File: src/rtl/sdclk_pkg.sv
package sdclk_pkg;
    // Control word bit positions decoded by the divider
    localparam int EN_BIT   = 8;   // card clock enable
    localparam int AUTO_BIT = 9;   // stop clock while bus idle
    localparam int BYP_BIT  = 10;  // divide-by-1
    localparam int LONG_BIT = 16;  // divide-by-1024 (extended variant)
endpackage

File: src/rtl/sdclk_ctrl_reg.sv
module sdclk_ctrl_reg
    import sdclk_pkg::*;
#(
    parameter int CTRL_W   = 32,
    parameter int ONEHOT_W = 8
) (
    input  logic                clk,
    input  logic                rst_n,
    input  logic                wr_en,
    input  logic [CTRL_W-1:0]   wr_data,
    input  logic                bus_busy,
    output logic [ONEHOT_W-1:0] div_sel,
    output logic                bypass,
    output logic                long_div,
    output logic                en,
    output logic                run
);
    localparam logic [CTRL_W-1:0] USED_MASK =
        CTRL_W'((1 << ONEHOT_W) - 1) | (CTRL_W'(1) << EN_BIT) | (CTRL_W'(1) << AUTO_BIT)
        | (CTRL_W'(1) << BYP_BIT) | (CTRL_W'(1) << LONG_BIT);

    typedef struct packed {
        logic [ONEHOT_W-1:0] div;
        logic                en;
        logic                auto_stop;
        logic                bypass;
        logic                long_div;
    } ctrl_t;

    ctrl_t ctrl_d, ctrl_q;
    logic  wdata_unused;

    assign wdata_unused = ^(wr_data & ~USED_MASK);

    always_comb begin
        ctrl_d = ctrl_q;
        if (wr_en) begin
            ctrl_d.div       = wr_data[ONEHOT_W-1:0];
            ctrl_d.en        = wr_data[EN_BIT];
            ctrl_d.auto_stop = wr_data[AUTO_BIT];
            ctrl_d.bypass    = wr_data[BYP_BIT];
            ctrl_d.long_div  = wr_data[LONG_BIT];
        end
    end

    always_ff @(posedge clk or negedge rst_n) begin
        if (!rst_n) ctrl_q <= '0;
        else        ctrl_q <= ctrl_d;
    end

    assign div_sel  = ctrl_q.div;
    assign bypass   = ctrl_q.bypass;
    assign long_div = ctrl_q.long_div;
    assign en       = ctrl_q.en;
    assign run      = ctrl_q.en && (!ctrl_q.auto_stop || bus_busy);
endmodule

File: src/rtl/sdclk_ratio_dec.sv
module sdclk_ratio_dec #(
    parameter int ONEHOT_W = 8,
    parameter bit EXT_LONG = 1'b1,
    parameter int IDX_W    = 4
) (
    input  logic [ONEHOT_W-1:0] div_sel,
    input  logic                bypass,
    input  logic                long_div,
    output logic [IDX_W-1:0]    idx      // 0: bypass, k>0: ratio 2^k
);
    logic long_hit;

    generate
        if (EXT_LONG) begin : g_long
            assign long_hit = long_div;
        end else begin : g_no_long
            logic long_unused;
            assign long_unused = long_div;
            assign long_hit    = 1'b0;
        end
    endgenerate

    always_comb begin
        idx = IDX_W'(1);
        for (int i = 0; i < ONEHOT_W; i++) begin
            if (div_sel[i]) idx = IDX_W'(i + 2);
        end
        if (long_hit) idx = IDX_W'(ONEHOT_W + 2);
        if (bypass)   idx = '0;
    end
endmodule

File: src/rtl/sdclk_phase_gen.sv
module sdclk_phase_gen #(
    parameter int IDX_W = 4,
    parameter int CNT_W = 9
) (
    input  logic             clk,
    input  logic             rst_n,
    input  logic             run,
    input  logic [IDX_W-1:0] sel_idx,
    output logic             phase,
    output logic [IDX_W-1:0] act,
    output logic             byp_gate,
    output logic             card_clk
);
    typedef struct packed {
        logic             phase;
        logic [CNT_W-1:0] cnt;
        logic [IDX_W-1:0] act;
        logic             byp;
    } st_t;

    st_t              st_d, st_q;
    logic             byp_gate_q;
    logic             load_ok;
    logic [IDX_W-1:0] eff;
    logic [CNT_W:0]   half_w;
    logic [CNT_W:0]   half_m1_w;
    logic [CNT_W-1:0] half_m1;

    always_comb begin
        st_d      = st_q;
        load_ok   = !st_q.phase && (st_q.cnt == '0) && !byp_gate_q && !st_q.byp;
        eff       = load_ok ? sel_idx : st_q.act;
        half_w    = {{CNT_W{1'b0}}, 1'b1} << (eff - IDX_W'(1));
        half_m1_w = half_w - (CNT_W+1)'(1);
        half_m1   = half_m1_w[CNT_W-1:0];
        if (load_ok) st_d.act = sel_idx;
        st_d.byp = run && (sel_idx == '0) && (load_ok || st_q.act == '0);
        if (eff == '0) begin
            st_d.phase = 1'b0;
            st_d.cnt   = '0;
        end else if (st_q.phase) begin
            if (st_q.cnt == half_m1) begin
                st_d.phase = 1'b0;
                st_d.cnt   = '0;
            end else begin
                st_d.cnt = st_q.cnt + CNT_W'(1);
            end
        end else if (!run) begin
            st_d.cnt = '0;
        end else if (st_q.cnt == half_m1) begin
            st_d.phase = 1'b1;
            st_d.cnt   = '0;
        end else begin
            st_d.cnt = st_q.cnt + CNT_W'(1);
        end
    end

    always_ff @(posedge clk or negedge rst_n) begin
        if (!rst_n) st_q <= '0;
        else        st_q <= st_d;
    end

    // bypass gate changes only while the base clock is low
    always_ff @(negedge clk or negedge rst_n) begin
        if (!rst_n) byp_gate_q <= 1'b0;
        else        byp_gate_q <= st_q.byp;
    end

    assign phase    = st_q.phase;
    assign act      = st_q.act;
    assign byp_gate = byp_gate_q;
    assign card_clk = (byp_gate_q & clk) | st_q.phase;
endmodule

File: src/rtl/sdclk_divider.sv
module sdclk_divider #(
    parameter int CTRL_W   = 32,
    parameter int ONEHOT_W = 8,
    parameter bit EXT_LONG = 1'b1
) (
    input  logic              clk,
    input  logic              rst_n,
    input  logic              cfg_we,
    input  logic [CTRL_W-1:0] cfg_wdata,
    input  logic              bus_busy,
    output logic              card_clk
);
    localparam int IDX_W = $clog2(ONEHOT_W + 3);
    localparam int CNT_W = ONEHOT_W + 1;

    logic [ONEHOT_W-1:0] div_sel;
    logic                bypass, long_div, en_q, run;
    logic [IDX_W-1:0]    sel_idx, act_q;
    logic                phase_q, byp_gate_q;

    sdclk_ctrl_reg #(.CTRL_W(CTRL_W), .ONEHOT_W(ONEHOT_W)) i_ctrl (
        .clk(clk), .rst_n(rst_n), .wr_en(cfg_we), .wr_data(cfg_wdata),
        .bus_busy(bus_busy), .div_sel(div_sel), .bypass(bypass),
        .long_div(long_div), .en(en_q), .run(run)
    );

    sdclk_ratio_dec #(.ONEHOT_W(ONEHOT_W), .EXT_LONG(EXT_LONG), .IDX_W(IDX_W)) i_dec (
        .div_sel(div_sel), .bypass(bypass), .long_div(long_div), .idx(sel_idx)
    );

    sdclk_phase_gen #(.IDX_W(IDX_W), .CNT_W(CNT_W)) i_gen (
        .clk(clk), .rst_n(rst_n), .run(run), .sel_idx(sel_idx),
        .phase(phase_q), .act(act_q), .byp_gate(byp_gate_q), .card_clk(card_clk)
    );
endmodule

File: config.mk
export PLATFORM = sky130hd
export DESIGN_NAME = sdclk_divider
export DESIGN_NICKNAME = d
export VERILOG_FILES = /design/src/rtl/sdclk_pkg.sv /design/src/rtl/sdclk_ctrl_reg.sv /design/src/rtl/sdclk_ratio_dec.sv /design/src/rtl/sdclk_phase_gen.sv /design/src/rtl/sdclk_divider.sv
export SDC_FILE = /design/constraint.sdc
export NUM_CORES = 1
export LEC_CHECK = 0
export ABC_AREA = 1
export BUFFER_PORTS_ARGS = -buffer_cell sky130_fd_sc_hd__clkbuf_2
export CORE_MARGIN = 3
export CORE_UTILIZATION = 54
export CTS_CLUSTER_SIZE = 25
export DETAILED_ROUTE_END_ITERATION = 8
export PLACE_DENSITY = 0.86
export SETUP_SLACK_MARGIN = 0.02
export SLEW_MARGIN = 15
export SYNTH_ARGS = -nofsm -noshare
export SYNTH_HDL_FRONTEND = slang
export SYNTH_SLANG_ARGS = --single-unit
File: constraint.sdc
create_clock -name clk -period 4.4 [get_ports clk]
set_clock_uncertainty 0.15 [all_clocks]
set_input_delay 0.66 -clock clk [delete_from_list [all_inputs] [get_ports clk]]
set_output_delay 0.66 -clock clk [all_outputs]
set_load 0.02 [all_outputs]
**Yosys cells after proc, flatten, opt, wreduce, memory -nomap -nowiden**

Index checks and enable logic that the tools add are counted.

- Flip-flop bits (word level): 28
- Bits of input ports: 36
- Output and inout port bits: 1
- Logic and storage cells: 51

- Add/subtract/negate cells: 3
- Eq/ne operators: 1
- Shifts and indexed selects: 1
- Multiplexer cells: 18
- Bitwise logic cells: 2
- Reduce and logical (&&, ||, !) cells: 16

Operators by type and width:

| operator | count |
|---|---|
| 10-bit 2-to-1 mux | 2 |
| 4-bit 2-to-1 mux | 5 |
| 9-bit 2-to-1 mux | 2 |
| 4-bit logical NOT | 3 |
| 3-bit 2-to-1 mux | 4 |
| 9-bit by 1-bit adder with 9-bit output (second input constant) | 1 |
| 9-bit == test | 1 |
| 9-bit logical NOT | 1 |
| 1-bit by 4-bit << shifter with 9-bit output (first input constant) | 1 |
| 9-bit by 1-bit subtractor with 9-bit output (second input constant) | 1 |
| 1-bit logical AND | 6 |
| 1-bit logical NOT | 4 |
| 2-bit 2-to-1 mux | 2 |
| 4-bit by 1-bit subtractor with 4-bit output (second input constant) | 1 |
| 1-bit 2-to-1 mux | 3 |
| 1-bit logical OR | 2 |
| 1-bit AND | 1 |
| 1-bit OR | 1 |

**Logic depth before layout (Yosys ltp)**

Gate-level depths: netlist (run 1).

- Word-level depth: 19
- Depth in mapped cells: 25
- Depth with buffers taken out: 25

**Modules after synthesis**

A second synthesis (run 1) with hierarchy kept.

- Cell total of the unflattened synthesis: 279
- Area, all modules: 2063.2 sq um

By module, submodules not included:

| module | times used | cells an instance | area an instance (sq um) |
|---|---|---|---|
| sdclk_phase_gen | 1 | 194 | 1403.8 |
| sdclk_ctrl_reg | 1 | 60 | 545.5 |
| sdclk_ratio_dec | 1 | 25 | 113.9 |

==> results of run 1 <==
routing by layer:
metal / share of wire [%] / global-route usage [%]
met1: 43 / 33.1
met2: 48 / 39.2
met3: 7.2 / 5.44
met4: 2.4 / 12.9
met5: 0 / 0
registers in the layout, indices dropped and copies added (netlist names):
| signal | count |
|---|---|
| i_ctrl.long_div | 1 |
| i_ctrl.ctrl_q | 1 |
| i_ctrl.en | 1 |
| i_ctrl.bypass | 1 |
| i_ctrl.div_sel | 8 |
| i_gen.st_q | 10 |
| i_gen.phase | 1 |
| i_gen.act | 4 |
| i_gen.byp_gate | 1 |
where the power goes:
group	internal, mW	switching (mW)	total (mW)
clock	0.125	0.0922	0.217
combinational	0.427	0.681	1.11
sequential	0.297	0.0286	0.326
total	0.849	0.801	1.65
cell families after synthesis:
| logic type | Yosys count | share of synthesized area, % |
|---|---|---|
| and+or+nand+nor | 168 | 44.2 |
| DFF | 28 | 35.8 |
| muxes | 1 | 0.575 |
| buffers and inverters | 53 | 10.8 |
| AOI/OAI and AO/OA | 16 | 4.09 |
| adders and majority gates | 3 | 1.92 |
| xor gates and xnor gates | 6 | 2.68 |
synthesized netlist by cell type (all sizes together):
cell type,n
a21oi,1
xor2,6
dfrtn,1
nand3,35
nand4,5
o21ai,15
inv,47
ha,3
clkbuf,2
mux2,1
clkinv,3
buf,1
nand3b,4
dfrtp,27
nand2,94
or2,1
nor3,4
nor2,25
layout make-up:
cell class                      instances  area, um2
Timing Repair Buffer                   35        225
Clock inverter                          1       30.0
Clock buffer                            7       52.6
Fill cell                             263       1000
Multi-Input combinational cell        195       1150
Tap cell                               46       57.6
Sequential cell                        28        701
Inverter                               50        193
what timing repair did:
item                                    in CTS  in global routing
hold buffers                                 0                  0
endpoints found under the setup margin      10                 12
gates resized for setup                      7                 10
buffers inserted                             3                  1
pin swaps                                   13                 12
cloned                                       1                  0
worst reg2reg max path, stage by stage (launching register included):
cell	delay, ns
dfrtn_1	0.38
inv_2	0.07
nand2_1	0.05
nor2_1	0.11
nand2_1	0.12
nor2_4	0.17
buf_4	0.13
nand3_1	0.12
nand2_4	0.12
nor2_4	0.05
nand3_1	0.13
clkinv_1	0.14
o21ai_2	0.16
nand2_1	0.12
nor2_4	0.20
nand3_4	0.13
nand3b_1	0.11
inv_1	0.04
worst max path at each step:
stage,from,endpoint,slack [ns],cells after the start
finish,i_gen.byp_gate,i_gen.st_q[10],-0.36,17
global route,i_gen.byp_gate,i_gen.st_q[8],-0.49,17
CTS,i_gen.byp_gate,i_gen.st_q[10],-0.29,16
detailed placement,i_gen.byp_gate,i_gen.phase,-0.40,17
global placement,i_gen.byp_gate,i_gen.phase,-0.32,17
floorplan,i_gen.byp_gate,i_gen.phase,-0.23,18
==> impl_metrics.env, run 1 <==
export IMPL_syn_avg_cell_area_um2=7.12
export IMPL_io_pins=37
export IMPL_synth_area_top_cells="dfrtp_1 (35%), nand2_1 (15%), nand3_1 (7.7%)"
export IMPL_ys_warn_count=0
export IMPL_port_buffers=16
export IMPL_nNetsFinal=356
export IMPL_power_density_nw_per_um2=685
export IMPL_grt_pass1_vias=1906
export IMPL_netlist_instances=275
export IMPL_hold_path_class="in2async"
export IMPL_worstMarginPinSlew_ns=0.409
export IMPL_syn_nets=314
export IMPL_p_leak_nw=1.32
export IMPL_drt_antenna_violating_nets=0
export IMPL_antenna_found_initial=0
export IMPL_hold_viol=0
export IMPL_place_gp_congestion=0.893
export IMPL_peakVddDrop_mv=0.330
export IMPL_start_kind="flop"
export IMPL_r2r_slack_ns=-0.36
export IMPL_cp_top_family="simple AND/OR/NAND/NOR gates"
export IMPL_diodes=0
export IMPL_areaGrowthSynthToFinish_pct=23.1
export IMPL_reg2reg_from="i_gen.byp_gate"
export IMPL_die_y_um=66.2
export IMPL_finalCoreUtilization_pct=70.6
export IMPL_clk_latency_ns=0.45
export IMPL_critical_path_buf_inv_count=4
export IMPL_critPathKind="reg2reg"
export IMPL_cp_max_fo=5
export IMPL_grt_overflow=0
export IMPL_power_mw=1.65
export IMPL_reg2reg_to="i_gen.st_q[10]"
export IMPL_grt_pass1_wl_um=8390
export IMPL_syn_area_um2=1960
export IMPL_rsz0062_at_grt="yes"
export IMPL_grtUsageTotal_pct=25.3
export IMPL_layout_common_cells="nand2_1 (72), inv_1 (32), dfrtp_1 (27)"
export IMPL_coreArea_um2=3420
export IMPL_cp_slowest_cell="dfrtn_1"
export IMPL_setup_tns_ns=-3.51
export IMPL_placed_area_um2=2240
export IMPL_drt_iter0_drc=136
export IMPL_setup_viol=10
export IMPL_crit_arrival_ns=4.98
export IMPL_layout_commonest_cell="nand2_1"
export IMPL_holdWs_ns=0.0935
export IMPL_maxCapViolCount=0
export IMPL_report_final_slew_viol_count=0
export IMPL_failed_checks="negative setup slack"
export IMPL_grt_max_degree=28
export IMPL_drc=0
export IMPL_synth_top_area_share_pct=34.5
export IMPL_slowest_delay_ns=0.38
export IMPL_ff2ff_path_depth=17
export IMPL_initial_utilization_pct=57.3
export IMPL_worst_slack_ns=-0.360
export IMPL_clkTransAtPathRegs_ns=0.15
export IMPL_first_pass_iters=4
export IMPL_ys_ff_latch=28
export IMPL_crit_chain="inv_2 > nand2_1 > nor2_1 > nand2_1 > nor2_4 > buf_4 > nand3_1 > nand2_4 > nor2_4 > nand3_1 > clkinv_1 > o21ai_2 > nand2_1 > nor2_4 > nand3_4 > nand3b_1 > inv_1"
export IMPL_fin_cells=362
export IMPL_dp_hpwl_um=3420
export IMPL_vias=1919
export IMPL_wl_per_cell_um=13.5
export IMPL_crit_required_ns=4.62
export IMPL_dp_cells=350
export IMPL_die_area_um2=4380
export IMPL_via_per_inst=5.30
export IMPL_final_area_um2=2410
export IMPL_status="finished, violations left"
export IMPL_std_cell_rows=21
export IMPL_die_w_um=66.2
export IMPL_dp_slack_ns=-0.401
export IMPL_drive_gt1_share_pct=34.2
export IMPL_endpoint_kind="flop"
export IMPL_relSlewSlack_pct=72.5
export IMPL_yosys_area_top_type="dfrtp_1"
export IMPL_yosysSeqAreaShare_pct=35.8
export IMPL_drt_total_wl_um=4900
export IMPL_cts_tree="built"
export IMPL_ys_types=27
Note: power is estimated with default switching activity, not from simulation.
==> run 2: changes to the inputs <==
--- a/config.mk
+++ b/config.mk
@@ -5,13 +5,12 @@
 export SDC_FILE = /design/constraint.sdc
 export NUM_CORES = 1
 export LEC_CHECK = 0
-export ABC_AREA = 1
 export BUFFER_PORTS_ARGS = -buffer_cell sky130_fd_sc_hd__clkbuf_2
 export CORE_MARGIN = 3
 export CORE_UTILIZATION = 54
 export CTS_CLUSTER_SIZE = 25
 export DETAILED_ROUTE_END_ITERATION = 8
-export PLACE_DENSITY = 0.86
+export PLACE_DENSITY = 0.87
 export SETUP_SLACK_MARGIN = 0.02
 export SLEW_MARGIN = 15
 export SYNTH_ARGS = -nofsm -noshare
==> run 2 against run 1 <==
- the flow still finishes with violations (negative setup slack)
- worst setup slack worse by 0.70 ns
- worst hold slack got worse by 0.021 ns
- sequential share of layout area rose by 0.55 points
==> impl_metrics.env, run 2 <==
export IMPL_crit_chain="nor4_4 > nand3_1 > buf_6 > nand2_1 > and2_4 > nand4_1 > ha_4 > nor4_2 > a31oi_1 > or4_4 > nand3_4 > xor2_4 > or4_1 > a21boi_1"
export IMPL_ys_ff_latch=28
export IMPL_slowest_delay_ns=0.44
export IMPL_first_pass_iters=4
export IMPL_dp_cells=258
export IMPL_ff2ff_path_depth=14
export IMPL_netlist_instances=177
export IMPL_die_w_um=63.8
export IMPL_r2r_slack_ns=-1.06
export IMPL_drive_gt1_share_pct=46.3
export IMPL_ys_warn_count=0
export IMPL_grt_pass1_wl_um=7470
export IMPL_report_final_slew_viol_count=0
export IMPL_multi_input_area_um2=1130
export IMPL_peakVddDrop_mv=0.443
export IMPL_crit_path_end="i_gen.phase"
export IMPL_fin_cells=273
export IMPL_status="finished, violations left"
export IMPL_synth_area_top_cells="dfrtp_1 (37%), mux2_2 (6.9%), nand3_1 (3.9%)"
export IMPL_endpoint_kind="flop"
export IMPL_hold_buffers=0
export IMPL_syn_nets=216
export IMPL_setup_tns_ns=-10.26
export IMPL_yosysSeqAreaShare_pct=38.9
export IMPL_worstMarginPinSlew_ns=0.706
export IMPL_vias=1671
export IMPL_cp_max_fo=8
export IMPL_worst_slack_ns=-1.06
export IMPL_synth_edf_count=0
export IMPL_dp_slack_ns=-1.07
export IMPL_drt_iter0_drc=165
export IMPL_maxCapViolCount=0
export IMPL_setup_viol=11
export IMPL_layout_common_cells="buf_4 (32), dfrtp_1 (27), clkbuf_2 (15)"
export IMPL_ys_top_cells_by_count="dfrtp_1 (27), nor2_1 (17), nand3_1 (14)"
export IMPL_crit_arrival_ns=5.71
export IMPL_p_leak_nw=1.06
export IMPL_hold_path_class="in2async"
export IMPL_die_area_um2=4070
export IMPL_cp_slowest_cell="or4_4"
export IMPL_drt_total_wl_um=4820
export IMPL_diodes=0
export IMPL_via_per_inst=6.12
export IMPL_syn_avg_cell_area_um2=10.2
export IMPL_rsz0062_at_grt="yes"
export IMPL_ys_flop_type="dfrtp_1"
export IMPL_layout_commonest_cell="buf_4"
export IMPL_reg2reg_to="i_gen.phase"
export IMPL_grt_pass1_vias=1663
export IMPL_place_gp_congestion=0.930
export IMPL_clk_latency_ns=0.46
export IMPL_regArea_um2=701
export IMPL_cts_tree="built"
export IMPL_power_density_nw_per_um2=635
export IMPL_nNetsFinal=269
export IMPL_antenna_found_initial=0
export IMPL_port_buffers=16
export IMPL_drc=0
export IMPL_std_cell_rows=20
export IMPL_io_pins=37
export IMPL_dp_hpwl_um=3270
export IMPL_clkTransAtPathRegs_ns=0.15
export IMPL_power_mw=1.50
export IMPL_relSlewSlack_pct=52.6
export IMPL_synth_most_common_cell="dfrtp_1"
export IMPL_critPathKind="reg2reg"
export IMPL_ys_types=63
export IMPL_largest_register_ffs=10
export IMPL_yosys_area_top_type="dfrtp_1"
export IMPL_synth_top_area_share_pct=37.5
export IMPL_initial_utilization_pct=57.6
export IMPL_areaGrowthSynthToFinish_pct=31.2
export IMPL_failed_checks="negative setup slack"
export IMPL_hold_viol=0
export IMPL_critical_path_buf_inv_count=1
export IMPL_cp_depth=14
export IMPL_grt_overflow=0
export IMPL_reg2reg_from="i_gen.byp_gate"
export IMPL_wl_per_cell_um=17.6
export IMPL_drt_antenna_violating_nets=0
export IMPL_grtUsageTotal_pct=23.8
export IMPL_filler_cell_count=183
export IMPL_syn_area_um2=1800
export IMPL_coreArea_um2=3130
export IMPL_startpoint="i_gen.byp_gate"
export IMPL_synthArstFlopShare_pct=100
export IMPL_grt_max_degree=28
export IMPL_top_register="i_gen.st_q"
export IMPL_start_kind="flop"
export IMPL_die_y_um=63.8
export IMPL_crit_required_ns=4.65
export IMPL_cp_top_family="simple AND/OR/NAND/NOR gates"
## run 2: cell count changes in the layout (fill, tap and decap cells not counted), moves of 5 or more
| cell | change |
|---|---|
| buf_4 | +11 |
| inv_1 | -24 |
| inv_2 | -14 |
| mux2_2 | +10 |
| nand2_1 | -63 |
| nand2_2 | -15 |
| nand2_4 | -6 |
| nand3_1 | -12 |
| nand3_2 | -7 |
| nor2_4 | -8 |
| o21ai_0 | -10 |
| xnor2_1 | +5 |
## run 2: final cells by class
type	count	area share [%]
Timing Repair Buffer	50	14.8
Tap cell	44	2.33
Clock inverter	1	1.27
Clock buffer	7	2.12
Inverter	12	2.33
Sequential cell	28	29.6
Multi-Input combinational cell	131	47.6
## run 2: metrics by stage
step	instance area, um2	hold WS, ns	utilization [%]
finish	2370	0.0722	75.6
global route	2370	0.0805	75.6
CTS	2220	0.0780	71.0
detailed placement	2120	0.345	67.8
global placement	2120	0.337	67.8
floorplan	1840	0.214	-
## run 2: routing by layer
metal | track usage, % | vias to the layer above | routed length (um)
li1 | - | 756 | -
met3 | 5.10 | 28 | 304
met1 | 29.2 | 798 | 1850
met5 | 0 | - | 0
met2 | 39.7 | 89 | 2450
met4 | 11.1 | 0 | 213
## run 2: cell families after synthesis
logic type	Yosys count	share of synthesized area, %
buffers and inverters	18	5.27
muxes	12	7.43
and+or+nand+nor	69	23.2
AOI/OAI and AO/OA	34	16.0
xor gates and xnor gates	13	7.15
adders and majority gates	3	2.08
DFF	28	38.9
## run 2: worst min-delay path by stage
stage,slack [ns],to,cells past startpoint,startpoint
finish,0.07,i_ctrl.bypass,2,rst_n
global route,0.08,i_ctrl.div_sel[7],2,rst_n
CTS,0.08,i_gen.act[1],2,rst_n
detailed placement,0.34,i_ctrl.ctrl_q[2],1,i_ctrl.ctrl_q[2]
global placement,0.34,i_ctrl.ctrl_q[2],1,i_ctrl.ctrl_q[2]
floorplan,0.21,i_ctrl.bypass,0,rst_n
## run 2: where the power goes
part           switching (mW)  internal, mW  total (mW)
clock                  0.0931         0.125       0.218
sequential             0.0528         0.294       0.347
combinational           0.472         0.467       0.939
## run 2: repair_timing
item,in CTS,in global routing
buffers inserted,1,6
gates resized for setup,3,21
gates cloned,0,1
endpoints found under the setup margin,10,10
pin swaps,4,6
==> run 3: changes to the inputs <==
--- a/config.mk
+++ b/config.mk
@@ -10,7 +10,7 @@
 export CORE_UTILIZATION = 54
 export CTS_CLUSTER_SIZE = 25
 export DETAILED_ROUTE_END_ITERATION = 8
-export PLACE_DENSITY = 0.87
+export PLACE_DENSITY_LB_ADDON = 0.3
 export SETUP_SLACK_MARGIN = 0.02
 export SLEW_MARGIN = 15
 export SYNTH_ARGS = -nofsm -noshare
==> run 3 against run 2 <==
- via count decreased by 5.3%
- sequential power about the same
- combinational power decreased by 15%
- flip-flop and latch count unchanged
- critical path depth unchanged
- register-to-register slack got worse by 0.02 ns
- die area unchanged
- final area decreased by 6.9%
- the flow still finishes with violations (negative setup slack)
- cell count decreased by 4.8%
- largest cell class unchanged
- routed wire length decreased by 6.7%
- core utilization decreased by 5.2 points
- clock power about the same
==> impl_metrics.env, run 3 (synthesis results as in run 2) <==
export IMPL_status="finished, violations left"
export IMPL_first_pass_iters=4
export IMPL_top_register="i_gen.st_q"
export IMPL_grt_overflow=0
export IMPL_io_pins=37
export IMPL_cp_common_cell="or4_1"
export IMPL_crit_arrival_ns=5.72
export IMPL_finalCoreUtilization_pct=70.4
export IMPL_crit_chain="nor4_4 > nand3_1 > buf_6 > o21a_4 > inv_4 > nand4_1 > ha_4 > nor4_2 > a31oi_1 > or4_1 > nand3_2 > xor2_2 > or4_1 > a21boi_2"
export IMPL_dp_cells=251
export IMPL_die_y_um=63.8
export IMPL_relSlewSlack_pct=53.1
export IMPL_maxCapViolCount=0
export IMPL_initial_utilization_pct=57.6
export IMPL_cp_slowest_cell="or4_1"
export IMPL_worstMarginPinSlew_ns=0.699
export IMPL_hold_viol=0
export IMPL_coreArea_um2=3130
export IMPL_via_per_inst=6.08
export IMPL_layout_common_cells="dfrtp_1 (27), buf_4 (21), nor2_1 (16)"
export IMPL_drive_gt1_share_pct=38.0
export IMPL_grtUsageTotal_pct=23.9
export IMPL_filler_cell_count=238
export IMPL_crit_required_ns=4.64
export IMPL_drc=0
export IMPL_std_cell_rows=20
export IMPL_drt_iter0_drc=111
export IMPL_largest_register_ffs=10
export IMPL_ff2ff_path_depth=14
export IMPL_diodes=0
export IMPL_clkTransAtPathRegs_ns=0.16
export IMPL_endpoint_kind="flop"
export IMPL_cp_max_fo=8
export IMPL_power_density_nw_per_um2=619
export IMPL_p_leak_nw=0.992
export IMPL_worst_slack_ns=-1.08
export IMPL_layout_commonest_cell="dfrtp_1"
export IMPL_critPathKind="reg2reg"
export IMPL_areaGrowthSynthToFinish_pct=22.1
export IMPL_drt_antenna_violating_nets=0
export IMPL_start_kind="flop"
export IMPL_dp_hpwl_um=3290
export IMPL_fin_cells=260
export IMPL_final_area_um2=2200
export IMPL_peakVddDrop_mv=0.293
export IMPL_report_final_slew_viol_count=0
export IMPL_hold_path_class="in2async"
export IMPL_antenna_found_initial=0
export IMPL_place_gp_congestion=0.884
export IMPL_slowest_delay_ns=0.43
export IMPL_power_mw=1.36
export IMPL_die_w_um=63.8
export IMPL_grt_pass1_wl_um=7540
export IMPL_hold_buffers=0
export IMPL_port_buffers=16
export IMPL_rsz0062_at_grt="yes"
export IMPL_vias=1582
export IMPL_grt_max_degree=28
export IMPL_clk_latency_ns=0.45
export IMPL_setup_viol=10
export IMPL_cts_tree="built"
export IMPL_wl_per_cell_um=17.3
export IMPL_placed_area_um2=2070
export IMPL_die_area_um2=4070
export IMPL_failed_checks="negative setup slack"
export IMPL_nNetsFinal=256
export IMPL_holdWs_ns=0.0899
export IMPL_grt_pass1_vias=1656
export IMPL_drt_total_wl_um=4490
run 3: worst paths after layout:
path	startpoint	end	slack (ns)
min in group clk	cfg_wdata[7]	i_ctrl.div_sel[7]	0.26
max	i_gen.byp_gate	i_gen.phase	-1.08
max in group asynchronous	rst_n	i_gen.byp_gate	2.04
min reg2reg	i_ctrl.en	i_ctrl.en	0.39
max reg2reg	i_gen.byp_gate	i_gen.phase	-1.08
min	rst_n	i_gen.act[1]	0.09
run 3: layout make-up:
type                            count  area, um2  area share, %
Inverter                           12       55.1           2.50
Multi-Input combinational cell    131       1060           48.2
Clock inverter                      1       30.0           1.36
Timing Repair Buffer               37        248           11.3
Clock buffer                        7       52.6           2.39
Tap cell                           44       55.1           2.50
Sequential cell                    28        701           31.8
run 3: where the power goes:
part	switching, mW	internal [mW]	total, mW
Combinational	0.424	0.373	0.797
Sequential	0.0535	0.294	0.347
Clock	0.0926	0.126	0.218
Total	0.570	0.793	1.36
run 3: per-stage QoR:
| stage | setup TNS [ns] | setup WS [ns] |
|---|---|---|
| after floorplan | -9.92 | -1.09 |
| after global placement | -8.88 | -0.989 |
| after detailed placement | -10.85 | -1.18 |
| after CTS | -9.32 | -0.998 |
| after global routing | -12.11 | -1.23 |
| final | -10.47 | -1.08 |
run 3: critical path, delay by kind of cell, from the launching register on:
| kind | cells | cell delay [ns] |
|---|---|---|
| compound gates | 3 | 0.42 |
| xor+xnor | 1 | 0.10 |
| fa+ha+maj | 1 | 0.22 |
| buf+inv | 2 | 0.23 |
| flops | 1 | 0.41 |
| simple gates | 7 | 1.70 |
run 3: timing repair:
action / 4_1_cts / 5_1_grt
pin swaps: 4 / 2
buffers inserted: 2 / 0
setup endpoints to repair: 10 / 10
resized for setup: 4 / 5
run 3: layer usage:
layer	GRT usage (%)	share of wire, %
met5	0	0
met3	3.16	5.0
met4	10.2	2.2
met1	30.7	44
met2	40.3	49
